File: config.mk
export PLATFORM = sky130hd
export DESIGN_NAME = blkhdr_pred_decode
export DESIGN_NICKNAME = d
export VERILOG_FILES = /design/src/rtl/blkhdr_pkg.sv /design/src/rtl/blkhdr_classify.sv /design/src/rtl/blkhdr_field_decode.sv /design/src/rtl/blkhdr_out_reg.sv /design/src/rtl/blkhdr_pred_decode.sv
export SDC_FILE = /design/constraint.sdc
export NUM_CORES = 1
export LEC_CHECK = 0
export BUFFER_PORTS_ARGS = -buffer_cell sky130_fd_sc_hd__buf_2
export CAP_MARGIN = 30
export CORE_MARGIN = 2
export CORE_UTILIZATION = 41
export DETAILED_ROUTE_END_ITERATION = 7
export PLACE_DENSITY = 0.77
export SETUP_SLACK_MARGIN = 0.15
export SYNTH_ARGS = -nofsm -noshare
export SYNTH_HDL_FRONTEND = slang
export SYNTH_SLANG_ARGS = --single-unit
File: constraint.sdc
create_clock -name clk -period 0.95 [get_ports clk]
set_clock_uncertainty 0.15 [all_clocks]
set_input_delay 0 -clock clk [delete_from_list [all_inputs] [get_ports clk]]
set_output_delay 0 -clock clk [all_outputs]
set_load 0.05 [all_outputs]
File: src/rtl/blkhdr_pkg.sv
package blkhdr_pkg;
  typedef enum logic [1:0] {
    HK_NONE  = 2'd0,
    HK_PRED  = 2'd1,
    HK_LONG  = 2'd2,
    HK_SHORT = 2'd3
  } hdr_kind_e;

  localparam int unsigned KIND_W = 2;
endpackage

File: src/rtl/blkhdr_classify.sv
module blkhdr_classify
  import blkhdr_pkg::*;
#(
  parameter int unsigned CODE_W = 4
) (
  input  logic [CODE_W-1:0] top_code,
  output hdr_kind_e         kind
);
  always_comb begin
    if (top_code[CODE_W-1]) begin
      kind = HK_NONE;
    end else if (top_code[CODE_W-2]) begin
      kind = HK_SHORT;
    end else if (top_code[CODE_W-3 -: 2] != 2'b00) begin
      kind = HK_LONG;
    end else begin
      kind = HK_PRED;
    end
  end
endmodule

File: src/rtl/blkhdr_field_decode.sv
module blkhdr_field_decode #(
  parameter int unsigned FLAG_W = 8,
  localparam int unsigned SEL_W   = $clog2(FLAG_W),
  localparam int unsigned FIELD_W = SEL_W + 1
) (
  input  logic [FIELD_W-1:0] field,
  input  logic [FLAG_W-1:0]  flags,
  output logic               present,
  output logic               enable
);
  logic             sense;
  logic [SEL_W-1:0] sel;

  assign sense = field[FIELD_W-1];
  assign sel   = field[SEL_W-1:0];

  always_comb begin
    if (sel == '0) begin
      present = ~sense;
      enable  = ~sense;
    end else begin
      present = 1'b1;
      enable  = flags[sel] ^ sense;
    end
  end
endmodule

File: src/rtl/blkhdr_out_reg.sv
module blkhdr_out_reg
  import blkhdr_pkg::*;
#(
  parameter int unsigned NUM_SLOTS = 8
) (
  input  logic                 clk,
  input  logic                 rst_n,
  input  logic                 load,
  input  hdr_kind_e            kind_d,
  input  logic [NUM_SLOTS-1:0] valid_d,
  input  logic [NUM_SLOTS-1:0] exec_d,
  output logic                 vld_q,
  output hdr_kind_e            kind_q,
  output logic [NUM_SLOTS-1:0] valid_q,
  output logic [NUM_SLOTS-1:0] exec_q
);
  hdr_kind_e            kind_n;
  logic [NUM_SLOTS-1:0] valid_n;
  logic [NUM_SLOTS-1:0] exec_n;

  always_comb begin
    kind_n  = kind_q;
    valid_n = valid_q;
    exec_n  = exec_q;
    if (load) begin
      kind_n  = kind_d;
      valid_n = valid_d;
      exec_n  = exec_d;
    end
  end

  always_ff @(posedge clk or negedge rst_n) begin
    if (!rst_n) begin
      vld_q   <= 1'b0;
      kind_q  <= HK_NONE;
      valid_q <= '0;
      exec_q  <= '0;
    end else begin
      vld_q   <= load;
      kind_q  <= kind_n;
      valid_q <= valid_n;
      exec_q  <= exec_n;
    end
  end
endmodule

File: src/rtl/blkhdr_pred_decode.sv
module blkhdr_pred_decode
  import blkhdr_pkg::*;
#(
  parameter int unsigned NUM_SLOTS = 8,
  parameter int unsigned FLAG_W    = 8,
  localparam int unsigned FIELD_W  = $clog2(FLAG_W) + 1,
  localparam int unsigned WORD_W   = FIELD_W * NUM_SLOTS
) (
  input  logic                 clk,
  input  logic                 rst_n,
  input  logic                 in_valid,
  input  logic [WORD_W-1:0]    first_word,
  input  logic [FLAG_W-1:0]    cond_flags,
  output logic                 out_valid,
  output logic [KIND_W-1:0]    hdr_kind,
  output logic [NUM_SLOTS-1:0] slot_valid,
  output logic [NUM_SLOTS-1:0] slot_exec
);
  hdr_kind_e            kind_c;
  hdr_kind_e            kind_r;
  logic [NUM_SLOTS-1:0] pred_valid;
  logic [NUM_SLOTS-1:0] pred_exec;
  logic [NUM_SLOTS-1:0] valid_c;
  logic [NUM_SLOTS-1:0] exec_c;

  blkhdr_classify #(.CODE_W(FIELD_W)) u_classify (
    .top_code (first_word[WORD_W-1 -: FIELD_W]),
    .kind     (kind_c)
  );

  // Slot 0 carries the header in the predication format.
  assign pred_valid[0] = 1'b0;
  assign pred_exec[0]  = 1'b0;

  for (genvar s = 1; s < NUM_SLOTS; s++) begin : g_slot
    blkhdr_field_decode #(.FLAG_W(FLAG_W)) u_field (
      .field   (first_word[WORD_W-1-FIELD_W*s -: FIELD_W]),
      .flags   (cond_flags),
      .present (pred_valid[s]),
      .enable  (pred_exec[s])
    );
  end

  always_comb begin
    unique case (kind_c)
      HK_NONE: begin
        valid_c = '1;
        exec_c  = '1;
      end
      HK_PRED: begin
        valid_c = pred_valid;
        exec_c  = pred_exec;
      end
      default: begin
        valid_c = '0;
        exec_c  = '0;
      end
    endcase
  end

  blkhdr_out_reg #(.NUM_SLOTS(NUM_SLOTS)) u_out (
    .clk     (clk),
    .rst_n   (rst_n),
    .load    (in_valid),
    .kind_d  (kind_c),
    .valid_d (valid_c),
    .exec_d  (exec_c),
    .vld_q   (out_valid),
    .kind_q  (kind_r),
    .valid_q (slot_valid),
    .exec_q  (slot_exec)
  );

  assign hdr_kind = kind_r;
endmodule

==> run summary <==
run status: finished, violations left
failing checks: hold timing, setup timing
slowest cell on the critical path: mux4_2
Sink Count: 18
HP Class: in2reg
Slew @ Worst Pin: 0.417 ns
total number of vias: 1,422
unrepaired setup endpoints after global routing: true
delay of the slowest cell on the worst path: 0.47 ns
Hold Path Sink: u_out.valid_q[3]$_DFFE_PN0P_
first-pass GRT wire length: 5.73 mm
DIE AREA: 3610 sq um
Synth Warn #: 0
crit-path cells: buf_8 > mux4_2 > a21oi_2 > xor2_1 > o221ai_1
final WL: 3.80 mm
Max-Cap Viols: 0
dpl hpwl: 2.75 mm
Die Y: 60.1 microns
Crit. End Element: register
CP Class: in2reg
worst-skew pair later-pin latency: 0.28 ns
synthesized area: 1290 sq um
syn_area_per_cell: 9.71 sq um
min Tclk post-route: 1.04 ns
Reg2Reg Setup Slack: -0.03 ns
Routability Congestion: 0.797
CP max FO: 7
post-route ant nets: 0
CTS root buf: clkbuf_4
min-delay src: first_word[31]
DRT Pass-1 Iters: 4
effective utilization at floorplan: 0.426
dominant synthesized flop cell: dfrtp_1
FMAX: 958 MHz
Overall Global Routing Usage: 0.209
H-tree lvl count: 1
Worst Hold Slack: -0.149 ns
Worst Path Required: 0.96 ns
Async S/R FF share, synth: 1.00
syn nets: 176
P per Cell Area: 1130 nW/um^2
area grow syn2layout: 75.6%
Hold Buf Count CTS: 1
DP Cell Count: 257
PortBufs: 61
Pleak: 1.07 nW
number of synthesized flops with an enable pin: 0
top-level I/O count: 62
Max Slew Vio Count: 0
worst r2r src: u_out.valid_q[5]$_DFFE_PN0P_
Worst EP arrival: 1.05 ns
drt wl/cell: 14.0 microns
Fill cells: 225
initial antenna violation count: 0
distinct cell type count after synthesis: 32
CTS tree: yes
Nets: 271
hold path depth: 3
CP top delay family: multiplexers
Startpoint Class: primary input
ratio of cells with drive above 1 in the final layout: 0.617
Rows: 20
Clock Tree Buf Depth: 2
vias in the first global route: 1,324
GRT overflow: 0
Core Area: 3030 sq um
area of the multi-input gates: 817 sq um
fin crit share: 1.10
pin count of the biggest net entering global routing: 19
sequential cell area: 463 sq um
clock slew at reported path FFs: 0.10 ns
end of the worst register-to-register path: u_out.valid_q[5]$_DFFE_PN0P_
DRC violations left: 0
sequential share of the synthesized area: 0.349
post-route worst setup slack: -0.0942 ns
Crit path buffers/inverters: 1
VDD IR max: 0.000415 V
slew margin rel.: 0.718
total CTS buffers: 3
Seq cells post-synth: 18
r2r worst-path depth: 3
Final Setup Violations: 27
Via-to-Cell Ratio: 5.25
die width: 60.1 microns
non-filler cells, final: 271
Mapped Cells: 133
Starting DRT DRC Count: 36
Final Hold Fails: 16
diode count: 0
-- layout make-up --
class	count	share of cell area
Tap cell	44	0.0243
Timing Repair Buffer	97	0.365
Clock buffer	4	0.0116
Inverter	21	0.0348
Multi-Input combinational cell	87	0.360
Sequential cell	18	0.204
-- through the flow --
step | setup TNS (ns) | setup WS [ns] | power, W | util | area (sq um)
2_1_floorplan | -1.64 | -0.229 | 0.00153 | - | 1340
3_3_place_gp | -3.61 | -0.395 | 0.00187 | 0.608 | 1840
3_5_place_dp | -3.91 | -0.454 | 0.00189 | 0.608 | 1840
4_1_cts | -1.56 | -0.137 | 0.00248 | 0.713 | 2160
5_1_grt | -2.33 | -0.121 | 0.00268 | 0.749 | 2270
6_report | -1.48 | -0.0942 | 0.00255 | 0.749 | 2270
-- cell usage in the layout (no fill, tap or decap), types with 2 or more instances in the layout --
master    Yosys  routed
buf_4         1      34
buf_6         0      29
buf_2         3      26
inv_1        21      14
o221ai_1     13      11
dfrtp_2       0      10
mux2i_1       9       8
dfrtp_1      18       8
nor2_1        7       7
inv_2         0       7
buf_8         0       7
xor2_1        6       6
o21ai_1       0       4
nor4b_1       6       4
mux4_2        3       4
nor2b_1       3       3
a21oi_1       6       3
nand2_1       3       3
o221ai_2      1       3
a21oi_2       0       3
clkbuf_4      0       3
o22ai_1       2       2
nand3_1       2       2
a211oi_1      3       2
a221oi_2      0       2
nor4b_2       0       2
a221oi_1      4       2
a22oi_2       1       2
mux2_4        0       2
-- Yosys cell counts (4+ instances only) --
cell      instances  area share
inv_1            21       0.061
dfrtp_1          18        0.35
o221ai_1         13       0.088
mux2i_1           9       0.070
nor2_1            7       0.020
a21oi_1           6       0.023
nor4b_1           6       0.041
xor2_1            6       0.041
o21ai_0           5       0.019
a221oi_1          4       0.027
-- cells by family (layout without fill, tap and decap cells) --
family / Yosys count / after routing / synth area share
AOI/OAI and AO/OA: 38 / 38 / 0.224
buffers and inverters: 28 / 122 / 0.0872
and+or+nand+nor: 26 / 26 / 0.124
DFF: 18 / 18 / 0.349
muxes: 16 / 16 / 0.169
xor gates and xnor gates: 7 / 7 / 0.0475
-- repair_timing --
action,in CTS,in global routing
resized for setup,81,17
setup endpoints to repair,35,36
pin swaps,18,15
endpoints found under the hold margin,35,15
buffers inserted,3,6
-- registers in the layout, summed over array words and instances (netlist names) --
name / cells
u_out.vld_q: 1
u_out.exec_q: 8
u_out.kind_q: 2
u_out.valid_q: 7
-- worst register-to-register path, delay by kind of cell (launching register included) --
family,cells,cell delay (ns)
DFF,1,0.42
buffers and inverters,2,0.18
AOI/OAI and AO/OA,1,0.10
-- where the power goes --
| part | internal (W) | total [W] | switching (W) |
|---|---|---|---|
| Clock | 0.000163 | 0.000385 | 0.000222 |
| Combinational | 0.000593 | 0.00125 | 0.000660 |
| Sequential | 0.000853 | 0.000915 | 0.0000625 |
| Total | 0.00161 | 0.00255 | 0.000945 |
-- layer usage --
layer | track usage | routed length [microns]
met1 | 0.266 | 1570
met5 | 0 | 0
met3 | 0.0238 | 200
met2 | 0.371 | 2010
met4 | 0.0540 | 19
-- how the worst max path moves through the flow --
| stage | slack [ns] | start | cells past startpoint | end |
|---|---|---|---|---|
| 2_1_floorplan | -0.23 | first_word[0] | 4 | u_out.exec_q[7]$_DFFE_PN0P_ |
| 3_3_place_gp | -0.39 | cond_flags[7] | 5 | u_out.exec_q[7]$_DFFE_PN0P_ |
| 3_5_place_dp | -0.45 | cond_flags[7] | 5 | u_out.exec_q[4]$_DFFE_PN0P_ |
| 4_1_cts | -0.14 | cond_flags[7] | 5 | u_out.exec_q[4]$_DFFE_PN0P_ |
| 5_1_grt | -0.12 | cond_flags[7] | 5 | u_out.exec_q[4]$_DFFE_PN0P_ |
| 6_report | -0.09 | cond_flags[7] | 5 | u_out.exec_q[4]$_DFFE_PN0P_ |
No activity file was read; power rests on OpenSTA's default activity.
